--- src/rtl/tseq_pkg.sv ---
package tseq_pkg;
    typedef enum logic [1:0] {
        S_IDLE   = 2'd0,
        S_APPLY  = 2'd1,
        S_REPORT = 2'd2
    } seq_state_t;
endpackage

--- src/rtl/tseq_vecgen.sv ---
// Computes the universal test vector selected by idx.
module tseq_vecgen #(
    parameter int N_DATA = 4,
    parameter int N_COMP = 2,
    parameter int IDX_W  = 4
) (
    input  logic [IDX_W-1:0]              idx,
    output logic [N_DATA+N_COMP+3-1:0]    vec
);
    localparam int W    = N_DATA + N_COMP + 3;
    localparam int LAST = N_DATA + 4;

    logic [N_DATA-1:0] data_bits;
    logic              is_last;

    assign is_last = (idx == IDX_W'(LAST));

    genvar gi;
    generate
        for (gi = 0; gi < 3; gi++) begin : g_ctrl
            assign vec[W-1-gi] = !((idx == '0) || (idx == IDX_W'(gi + 1)));
        end
        for (gi = 0; gi < N_DATA; gi++) begin : g_data
            assign data_bits[gi]  = !((idx == '0) || (idx == IDX_W'(gi + 4)));
            assign vec[W-4-gi]    = data_bits[gi];
        end
        for (gi = 0; gi < N_COMP; gi++) begin : g_comp
            assign vec[N_COMP-1-gi] = data_bits[gi] ^ is_last;
        end
    endgenerate
endmodule

--- src/rtl/tseq_compact.sv ---
// Shift-in compactor: first sample ends in the MSB.
module tseq_compact #(
    parameter int LEN = 9
) (
    input  logic           clk,
    input  logic           rst_n,
    input  logic           clr,
    input  logic           shift,
    input  logic           din,
    output logic [LEN-1:0] word
);
    always_ff @(posedge clk or negedge rst_n) begin
        if (!rst_n)     word <= '0;
        else if (clr)   word <= '0;
        else if (shift) word <= {word[LEN-2:0], din};
    end

    p_hold_r7: assert property (@(posedge clk) disable iff (!rst_n)
        (!clr && !shift) |=> $stable(word));
endmodule

--- src/rtl/tseq_sequencer.sv ---
module tseq_sequencer
    import tseq_pkg::*;
#(
    parameter int N_DATA = 4,
    parameter int N_COMP = 2
) (
    input  logic                          clk,
    input  logic                          rst_n,
    input  logic                          start,
    input  logic [N_DATA+5-1:0]           gold_f,
    input  logic [N_DATA+5-1:0]           gold_o,
    output logic [N_DATA+N_COMP+3-1:0]    stim,
    input  logic                          resp_f,
    input  logic                          resp_o,
    output logic                          done,
    output logic                          detected,
    output logic [N_DATA+5-1:0]           word_f,
    output logic [N_DATA+5-1:0]           word_o
);
    localparam int W     = N_DATA + N_COMP + 3;
    localparam int NVEC  = N_DATA + 5;
    localparam int LAST  = NVEC - 1;
    localparam int IDX_W = $clog2(NVEC);

    seq_state_t       state, state_nx;
    logic [IDX_W-1:0] idx;
    logic [NVEC-1:0]  gold_f_q, gold_o_q;
    logic             detected_q;
    logic [W-1:0]     vec;
    logic             at_last, accept, shifting;
    logic [1:0]       resp_bits;
    logic [NVEC-1:0]  words [2];
    logic [NVEC-1:0]  next_f, next_o;

    assign at_last  = (idx == IDX_W'(LAST));
    assign accept   = (state == S_IDLE) && start;
    assign shifting = (state == S_APPLY);

    tseq_vecgen #(.N_DATA(N_DATA), .N_COMP(N_COMP), .IDX_W(IDX_W)) u_vec (
        .idx (idx),
        .vec (vec)
    );

    assign resp_bits = {resp_o, resp_f};

    genvar ch;
    generate
        for (ch = 0; ch < 2; ch++) begin : g_cmp
            tseq_compact #(.LEN(NVEC)) u_cmp (
                .clk   (clk),
                .rst_n (rst_n),
                .clr   (accept),
                .shift (shifting),
                .din   (resp_bits[ch]),
                .word  (words[ch])
            );
        end
    endgenerate

    assign next_f = {words[0][NVEC-2:0], resp_f};
    assign next_o = {words[1][NVEC-2:0], resp_o};

    // next-state logic
    always_comb begin
        state_nx = state;
        unique case (state)
            S_IDLE:   if (start) state_nx = S_APPLY;            // go
            S_APPLY:  if (at_last) state_nx = S_REPORT;         // last / step
            S_REPORT: state_nx = S_IDLE;                        // ret
            default:  state_nx = S_IDLE;
        endcase
    end

    // state register and datapath registers
    always_ff @(posedge clk or negedge rst_n) begin
        if (!rst_n) begin
            state      <= S_IDLE;
            idx        <= '0;
            gold_f_q   <= '0;
            gold_o_q   <= '0;
            detected_q <= 1'b0;
        end else begin
            state <= state_nx;
            if (accept) begin
                idx        <= '0;
                gold_f_q   <= gold_f;
                gold_o_q   <= gold_o;
                detected_q <= 1'b0;
            end else if (shifting) begin
                if (at_last) begin
                    idx        <= '0;
                    detected_q <= (next_f != gold_f_q) || (next_o != gold_o_q);
                end else begin
                    idx <= idx + 1'b1;
                end
            end
        end
    end

    // outputs
    always_comb begin
        stim     = '0;
        done     = 1'b0;
        unique case (state)
            S_IDLE:   stim = '0;
            S_APPLY:  stim = vec;
            S_REPORT: done = 1'b1;
            default:  stim = '0;
        endcase
        detected = detected_q;
        word_f   = words[0];
        word_o   = words[1];
    end

    p_idx_range_r6: assert property (@(posedge clk) disable iff (!rst_n)
        idx <= IDX_W'(LAST));
    p_done_single_r6: assert property (@(posedge clk) disable iff (!rst_n)
        done |=> !done);
    p_done_after_apply_r6: assert property (@(posedge clk) disable iff (!rst_n)
        done |-> $past(state == S_APPLY && at_last));
    p_ctrl_one_low_r3: assert property (@(posedge clk) disable iff (!rst_n)
        (state == S_APPLY && idx >= IDX_W'(1) && idx <= IDX_W'(3))
            |-> ($countones(stim[W-1:W-3]) == 2));
    p_last_comp_low_r5: assert property (@(posedge clk) disable iff (!rst_n)
        (state == S_APPLY && at_last) |-> (stim[N_COMP-1:0] == '0 && stim[W-1:N_COMP] == '1));
    p_first_zero_r2: assert property (@(posedge clk) disable iff (!rst_n)
        $rose(state == S_APPLY) |-> (stim == '0));
    p_no_restart_r9: assert property (@(posedge clk) disable iff (!rst_n)
        (state == S_APPLY && !at_last) |=> (state == S_APPLY && idx == $past(idx) + 1'b1));
    p_verdict_hold_r8: assert property (@(posedge clk) disable iff (!rst_n)
        (state == S_REPORT) |=> $stable(detected));
endmodule

--- config.mk ---
export PLATFORM = sky130hd
export DESIGN_NAME = tseq_sequencer
export DESIGN_NICKNAME = d
export VERILOG_FILES = /design/src/rtl/tseq_pkg.sv /design/src/rtl/tseq_vecgen.sv /design/src/rtl/tseq_compact.sv /design/src/rtl/tseq_sequencer.sv
export SDC_FILE = /design/constraint.sdc
export NUM_CORES = 1
export LEC_CHECK = 0
export BUFFER_PORTS_ARGS = -buffer_cell sky130_fd_sc_hd__buf_2
export CAP_MARGIN = 40
export CORE_UTILIZATION = 56
export DETAILED_ROUTE_END_ITERATION = 8
export GPL_TIMING_DRIVEN = 0
export HOLD_SLACK_MARGIN = 0.08
export PLACE_DENSITY_LB_ADDON = 0.05
export SYNTH_ARGS = -nofsm -noshare
export SYNTH_HDL_FRONTEND = slang
export SYNTH_SLANG_ARGS = --single-unit
--- constraint.sdc ---
create_clock -name clk -period 2.7 [get_ports clk]
set_clock_uncertainty 0.15 [all_clocks]
set_input_delay 0.27 -clock clk [delete_from_list [all_inputs] [get_ports clk]]
set_output_delay 0.27 -clock clk [all_outputs]
set_load 0.01 [all_outputs]
# == Yosys cells after proc, flatten, opt, wreduce, memory -nomap -nowiden ==
# Index checks and enable logic that the tools add are counted.
# op_classes
mux,15
bitwise,2
reduce_logical,22
eq_ne,14
add_sub_neg,1
# op_table
op,count
$mux 9,5
$ne 9x9->1,2
$eq 4x3->1 const B,4
$mux 4,3
$eq 4x2->1 const B,2
$logic_or 1x1->1,8
$logic_not 1->1,7
$add 4x1->4 const B,1
$eq 4x1->1 const B,1
$eq 4x4->1 const B,1
$logic_not 4->1,1
$mux 1,4
$mux 2,2
$ne 2x2->1 const B,2
$pmux 2 s2,1
$reduce_and 2->1,2
$reduce_bool 2->1,2
$eq 2x1->1 const B,1
$eq 2x2->1 const B,1
$logic_not 2->1,1
$xor 1x1->1,2
$logic_and 1x1->1,1
# totals
register_bits,43
out_inout_bits,29
wordCells,61
in_bits,23

# == Logic depth before layout (Yosys ltp) ==
# Gate-level depths: netlist of the first run.
# logic_depth
depth_word,5
mapped_depth,6
depth_no_buf,6

# == By module ==
# Synthesis of the first run repeated with hierarchy kept, for this count alone.
# unflattened
cells_unflattened,182
hier_area_um2,2147.1
# by_module_without_submodules
mod,area_each_um2,cells_per_inst,n_inst,seq_area_each_um2
tseq_sequencer,1283.7,106,1,625.6
tseq_compact,364.1,29,2,225.2
tseq_vecgen,135.1,18,1,0.0

# == Least setup slack after synthesis of the first run ==
# No wires, ideal clock.
# synth_path
path_type,flip-flop to output port
from,reg idx[0]
to,out stim[0]
slack_ns,1.012
path_stages_with_launch,7
arrival_ns,1.268
t_required_ns,2.280
path_cell_list,dfrtp_1 > inv_1 > ha_1 > nand2b_1 > a21oi_1 > nor2_1 > and2_1
# synth_between
elab_chain_len,5
# synth_rtl
item,line_no,source
from (decl),tseq_sequencer.sv:26,logic [IDX_W-1:0] idx;
from (signal assigned),tseq_sequencer.sv:94,idx <= idx + 1'b1;
$eq 4x3->1 / $logic_not 4->1 (equally long branches),tseq_vecgen.sv:24,assign data_bits[gi] = !((idx == '0) || (idx == IDX_W'(gi + 4)));
$logic_or 1x1->1,tseq_vecgen.sv:24,
$logic_not 1->1,tseq_vecgen.sv:24,
$xor 1x1->1 *,tseq_vecgen.sv:28,assign vec[N_COMP-1-gi] = data_bits[gi] ^ is_last;
$mux 9 *,tseq_sequencer.sv:104,unique case (state)
to (decl),tseq_sequencer.sv:12,"output logic [N_DATA+N_COMP+3-1:0] stim,"
# Mark *: on every way between the ends. The rest lies on a longest branch, timed or not.

# == Worst setup path in the final report of the first run ==
# Same ends and word-level chain as after synthesis.

==> results by group, run 1 <==
CTS
  – Clock transition at path regs: between 0.1 and 0.15 ns
  – Maximum buffer depth of the clock tree: 2
  – TritonCTS clock tree: yes
  – Clock latency on the worst-skew pair: 0.36 ns
  – Post-CTS Setup Bufs: 0
  – Clk sinks: 43
  – CTS H-Tree Depth: 2
  – CTS resizes: 0
  – Hold buffer count at CTS: 22
  – Root buf cell: clkbuf_4
  – Number of buffers created by CTS: 5

STA
  – Slew HR: 71.51%
  – Final Setup Violations: 0
  – Fin crit period: 2.203 ns
  – Fin. Hold Viols: 0
  – FMAX: 454.0 MHz
  – Worst-margin pin slew: roughly 0.43 ns
  – Setup tns final: 0 ns
  – Max-slew violations: 0
  – RSZ-0062 raised after global routing: no
  – Period utilization: between 80% and 90%

Logic synthesis
  – Mapped Cells: between 150 and 200
  – Yosys top cell area share: between 50% and 60%
  – Sequential area share after synthesis: between 50% and 60%
  – Syn Area/Cell: 12.38 µm²
  – Yosys cell types: 28
  – Synthesized net count: around 190
  – Synth warn: 0
  – Post-synthesis cell area: ~0.0020 mm²
  – Synth area leaders: dfrtp_1 53%, a22o_1 8.2%, xnor2_1 7.8%
  – Synth area leader: dfrtp_1
  – Register bit total from synthesis: 43

Die
  – Die span in y: 62.22 µm
  – Full die area: a little under 0.004 mm²
  – Initial core utilization: about 60%
  – Die width: around 62 µm
  – IO Pins: between 50 and 60
  – Num rows: 21
  – Core area: 0.003416 mm²

Place
  – Routability Congestion: 0.8063
  – Port Buffers: 51
  – Dpl cells: around 260
  – DP HPWL: between 2 and 3 mm

Setup path
  – Startpoint Class: flop
  – CP required: about 2.3 ns
  – Crit. End Element: output pin
  – Crit-path slowest cell: dfrtp_1
  – Critical path class: reg2out
  – Crit path cell chain: inv_1 > ha_1 > nand2b_1 > a21oi_1 > nor2_1 > and2_1 > buf_2
  – Worst path arrival time: about 1.8 ns
  – Crit-path max FO: 6
  – Max incr delay on CP: about 0.45 ns

Outcome
  – Outcome: finished clean

Routing
  – Final ANT Viol Nets: 0
  – Drt wl/cell: 15.39 µm
  – Vias: about 1,600
  – Drt via density: ~5.4
  – Wirelength, routed: about 4.5 mm
  – DRC: 0
  – 1st-iter DRT viols: 87
  – Drt pass-1 iters: 4

Final layout
  – Nets@finish: between 200 and 300
  – Fill cell count: ~230
  – Antenna Cells: 0
  – Core Util, Final: between 70 and 80%
  – Syn-to-layout area delta: 31.48%
  – Share of layout cells above drive strength 1: between 30% and 40%
  – Post-Layout Cell Count: around 290

GRT
  – Total track usage: 25.93%
  – Vias in the first global route: approximately 1,600
  – GRT Residual Overflow: 0
  – Largest net degree at the start of global routing: 36
  – First-pass GRT wire length: 7.583 mm
  – Initial antenna violation count: 0

Power and ir drop
  – Overall Power: between 3 and 4 mW
  – Maximum vdd drop: 0.0006167 V
  – Power Dens Cells: around 1200 mW/mm²
  – Lkg Pwr: between 1 and 1.5 nW

Flow run
  – Max Cap Viol: 0

Min path
  – Worst Hold Class: in2async
## layout make-up
cell class | instances | area (µm²) | area share (%)
Multi-Input combinational cell | 107 | 874.6 | 32.76
Buffer | 9 | 61.31 | 2.296
Inverter | 5 | 18.77 | 0.7029
Sequential cell | 43 | 1076 | 40.30
Clock buffer | 6 | 51.30 | 1.921
Tap cell | 46 | 57.56 | 2.156
Timing Repair Buffer | 74 | 495.5 | 18.56
Clock inverter | 2 | 35.03 | 1.312
## sequential cells by signal (all words and copies together), names as in the netlist
name,flops
detected,1
g_cmp.u_cmp.word,18
gold_f_q,9
gold_o_q,9
idx,4
state,2
## cells in the mapped netlist, drive strengths merged
library cell,instances
dfrtp,43
a22o,19
mux2,18
xnor2,18
nor2,10
a21oi,8
nand2,7
buf,5
inv,5
clkbuf,4
ha,4
nand4,4
and2,3
or2,3
nand2b,2
o31ai,2
xor2,2
and2b,1
nand3,1
nand3b,1
nor2b,1
o211ai,1
o21ai,1
o21bai,1
## critical path: cells and delay by family (launching register included)
kind | cells | cell delay [ns]
buf+inv | 2 | 0.23
fa+ha+maj | 1 | 0.24
flops | 1 | 0.45
simple gates | 3 | 0.34
compound gates | 1 | 0.16
## metal layers
layer	vias up	global-route usage [%]	wire length [µm]
met3	9	4.596	186
met1	769	34.53	1959
met4	0	11.63	91
met5	-	0	0
met2	55	41.62	2257
li1	730	-	-
## worst paths after layout
| path | startpoint | end | slack (ns) | cells after the start |
|---|---|---|---|---|
| setup / recovery | idx[0] | stim[0] | 0.50 | 7 |
| hold / removal | rst_n | gold_o_q[2] | 0.13 | 2 |
| setup reg to reg | idx[0] | detected | 0.94 | 6 |
| hold reg to reg | g_cmp[0].u_cmp.word[8] | g_cmp[0].u_cmp.word[8] | 0.37 | 1 |
| max in group asynchronous | rst_n | g_cmp[1].u_cmp.word[4] | 1.84 | 3 |
| min in group clk | g_cmp[0].u_cmp.word[8] | g_cmp[0].u_cmp.word[8] | 0.37 | 1 |
## power breakdown
part	total [mW]	internal, mW	switching [mW]	leakage [nW]
Clock	0.428	0.219	0.209	0.0482
Sequential	1.25	0.945	0.304	0.539
Combinational	1.54	0.824	0.714	0.704
## stage by stage
step	worst slack [ns]	hold slack [ns]	area, µm²
after floorplan	1.012	-0.1756	2031
after global placement	0.9688	0.2907	2344
after detailed placement	0.8996	-0.008005	2364
after CTS	0.4907	0.1292	2670
after global routing	0.3687	0.1323	2670
final	0.4974	0.1257	2670
## kinds of logic after synthesis
group	synth area share (%)
AND/OR/NAND/NOR	8.257
AO/OA/AOI/OAI	11.89
flip-flops	52.99
XOR/XNOR	8.626
adder cells (fa/ha/maj)	2.465
multiplexers	11.83
buffers and inverters	3.943
## placed cells by master, fill, tap and decap left out, types with 2 or more instances in the layout
master          n
xnor2_1        18
nand4_1         4
or2_2           3
mux2_4         10
a21oi_1         8
a22o_1         19
inv_1           5
clkbuf_1        4
dlygate4sd3_1  22
mux2_2          8
nor2_1         10
buf_2          54
clkbuf_4        5
nand2_1         7
and2_1          2
o31ai_1         2
nand2b_1        2
dfrtp_1        43
xor2_1          2
ha_1            4
buf_12          2
Power figures use the tool's default switching activity.
==> run 2: changes to the inputs <==
--- a/config.mk
+++ b/config.mk
@@ -7,7 +7,7 @@
 export LEC_CHECK = 0
 export BUFFER_PORTS_ARGS = -buffer_cell sky130_fd_sc_hd__buf_2
 export CAP_MARGIN = 40
-export CORE_UTILIZATION = 56
+export CORE_UTILIZATION = 47
 export DETAILED_ROUTE_END_ITERATION = 8
 export GPL_TIMING_DRIVEN = 0
 export HOLD_SLACK_MARGIN = 0.08
==> constraint.sdc (replaced) <==
create_clock -name clk -period 1.8 [get_ports clk]
set_clock_uncertainty 0.15 [all_clocks]
set_input_delay 0.18 -clock clk [delete_from_list [all_inputs] [get_ports clk]]
set_output_delay 0.18 -clock clk [all_outputs]
set_load 0.01 [all_outputs]
==> run 2 against run 1 <==
  * The run now ends with negative setup slack left
  * Hold slack better by 0.075 ns
  * Largest cell class unchanged
  * Clock-buffer cell count unchanged
  * Critical path depth is the same
==> results by group, run 2 (synthesis gave the netlist of run 1 again) <==
STA
  – Period utilization: 102.4%
  – Worst-margin pin slew: 0.4424 ns (+0.01503 ns)
  – Fin crit period: around 1.8 ns
  – RSZ-0062 raised after global routing: yes
  – Fin. Hold Viols: 0 (unchanged)
  – Final Setup Violations: 4 (+4)
  – Slew HR: 70.51% (-1.0 points)
  – PnR worst setup slack: -0.04256 ns (-0.5399 ns)
  – Max-slew violations: 0 (unchanged)
  – FMAX: 542.7 MHz

Routing
  – Drt wl/cell: 14.91 µm (-3.1%)
  – Vias: 1,520 (-2.8%)
  – Wirelength, routed: 4.457 mm (-0.82%)
  – Final ANT Viol Nets: 0 (unchanged)
  – DRC: 0 (unchanged)
  – Drt pass-1 iters: 4 (unchanged)
  – 1st-iter DRT viols: 70 (-20%)
  – Drt via density: 5.084 (-5.0%)

GRT
  – Largest net degree at the start of global routing: 29 (-19%)
  – Initial antenna violation count: 0 (unchanged)
  – Vias in the first global route: 1,447 (-8.9%)
  – First-pass GRT wire length: 6.803 mm (-10%)
  – Total track usage: 21.15% (-4.8 points)
  – GRT Residual Overflow: 0 (unchanged)

Power and ir drop
  – Pint: 3.035 mW (+53%)
  – Clock share of power: 12.1% (-1.2 points)
  – Flop pwr share: 38.6% (-0.3 points)
  – Overall Power: 4.926 mW (+53%)
  – Lkg Pwr: 1.305 nW (+1.1%)
  – Gate power share: 49.2% (+1.4 points)
  – Sw Share: 38.39% (+0.21 points)
  – Maximum vdd drop: 0.0008243 V (+34%)
  – Power Dens Cells: 1793 mW/mm² (+49%)
  – Sw Pwr: 1.891 mW (+54%)

CTS
  – Number of buffers created by CTS: 5 (unchanged)
  – Root buf cell: clkbuf_8
  – Clk sinks: 43 (unchanged)
  – TritonCTS clock tree: yes
  – Clock transition at path regs: 0.08 ns (-0.04 ns)
  – CTS H-Tree Depth: 2 (unchanged)
  – Clock latency on the worst-skew pair: 0.29 ns (-0.07 ns)
  – Maximum buffer depth of the clock tree: 2 (unchanged)

Setup path
  – CP required: 1.47 ns (-0.81 ns)
  – Critical path class: reg2out
  – Startpoint Class: flop
  – Worst path arrival time: 1.51 ns (-0.27 ns)
  – Max incr delay on CP: 0.45 ns (about the same)
  – Crit. End Element: output pin
  – CP startpoint: idx[0]
  – R2R Path Start: idx[0]
  – Crit-path max FO: 6 (unchanged)
  – Crit path cell chain: inv_2 > ha_4 > nand2b_4 > a21oi_2 > nor2_1 > and2_1 > buf_2
  – Crit-path slowest cell: dfrtp_2

Final layout
  – Largest Register: g_cmp.u_cmp.word
  – Share of layout cells above drive strength 1: 40.16% (+4.8 points)
  – Most common cell after layout, fill and taps aside: buf_2
  – Antenna Cells: 0 (unchanged)
  – Commonest non-fill, non-tap cells in the layout: 54 x buf_2, 41 x dfrtp_1, 22 x dlygate4sd3_1, 19 x a22o_1, 18 x xnor2_1
  – Largest register FFs: 18 (unchanged)
  – Fin area: 0.002748 mm² (+2.9%)
  – Core Util, Final: 67.24% (-11 points)
  – Nets@finish: 275 (+1.1%)
  – Syn-to-layout area delta: 35.31%
  – Biggest regs: g_cmp.u_cmp.word: 18 flops, gold_f_q: 9 flops, gold_o_q: 9 flops

Place
  – DP HPWL: 3.112 mm (+4.2%)
  – Dpl cell area: 0.002369 mm² (+0.21%)
  – Routability Congestion: 0.7567 (-6.2%)
  – Port Buffers: 51 (unchanged)

Die
  – Die span in y: 67.73 µm (+8.9%)
  – Initial core utilization: 49.69% (-9.8 points)
  – Die width: 67.73 µm (+8.9%)
  – Num rows: 23 (+9.5%)
  – Core area: 0.004086 mm² (+20%)
  – Full die area: 0.004587 mm² (+18%)
  – IO Pins: 52 (unchanged)

Min path
  – Worst Hold Class: in2async

Outcome
  – Failing checks: negative setup slack
  – Outcome: complete, but fails checks

Flow run
  – Max Cap Viol: 0 (unchanged)
==> run 2: power by group through the flow <==
stage	clock network, mW	registers (mW)	logic, mW
2_1_floorplan	0	1.87	1.52
3_3_place_gp	0	1.86	2.20
3_5_place_dp	0	1.89	2.26
4_1_cts	0.616	1.87	2.44
5_1_grt	0.653	1.96	2.64
6_report	0.597	1.90	2.43
==> run 2: critical path: cells and delay by family, from the launching register on <==
kind	cells	cell delay, ns
DFF	1	0.45
and+or+nand+nor	3	0.25
buffers and inverters	2	0.22
adders and majority gates	1	0.18
AOI/OAI and AO/OA	1	0.11
==> run 2: cell type report <==
class	instances	area (µm²)
inverters	5	21.27
plain buffers	8	58.81
flip-flops and latches	43	1079
fillers	336	1339
clock inverters	2	12.51
well taps	50	62.56
clock buffers	6	72.57
repair buffers	78	525.5
multi-input cells	107	915.9
==> run 2: through the flow <==
step	hold slack (ns)	instances	setup WS (ns)	TNS, ns
final	0.2009	299	-0.04256	-0.1306
after floorplan	-0.2656	164	0.2021	0
after CTS	0.1993	300	-0.05796	-0.1644
after global placement	0.2080	265	0.08795	0
after global routing	0.2045	299	-0.1286	-0.6003
after detailed placement	-0.02417	266	0.05602	0
==> run 2: timing repair <==
action                                  4_1_cts  5_1_grt
gates resized for setup                       9        5
hold buffers                                 22        0
setup buffers                                 4        0
hold endpoints to repair                     64        0
endpoints found under the setup margin        8        9
pin swaps                                     5        2
==> run 2: worst paths after layout <==
path | endpoint | slack, ns | cells past startpoint
setup / recovery | stim[0] | -0.04 | 7
hold / removal | gold_o_q[7] | 0.20 | 2
setup reg to reg | detected | 0.05 | 7
hold reg to reg | g_cmp[1].u_cmp.word[8] | 0.35 | 1
max in group asynchronous | idx[0] | 0.82 | 3
min in group clk | g_cmp[1].u_cmp.word[8] | 0.35 | 1
==> run 2: per-layer routing <==
metal  share of wire [%]  vias up  global-route usage (%)
met5                   0        -                       0
met4                 1.5        0                   7.979
met3                 4.3        4                   5.068
met2                  49       47                   33.79
met1                  45      729                   27.60
li1                    -      740                       -
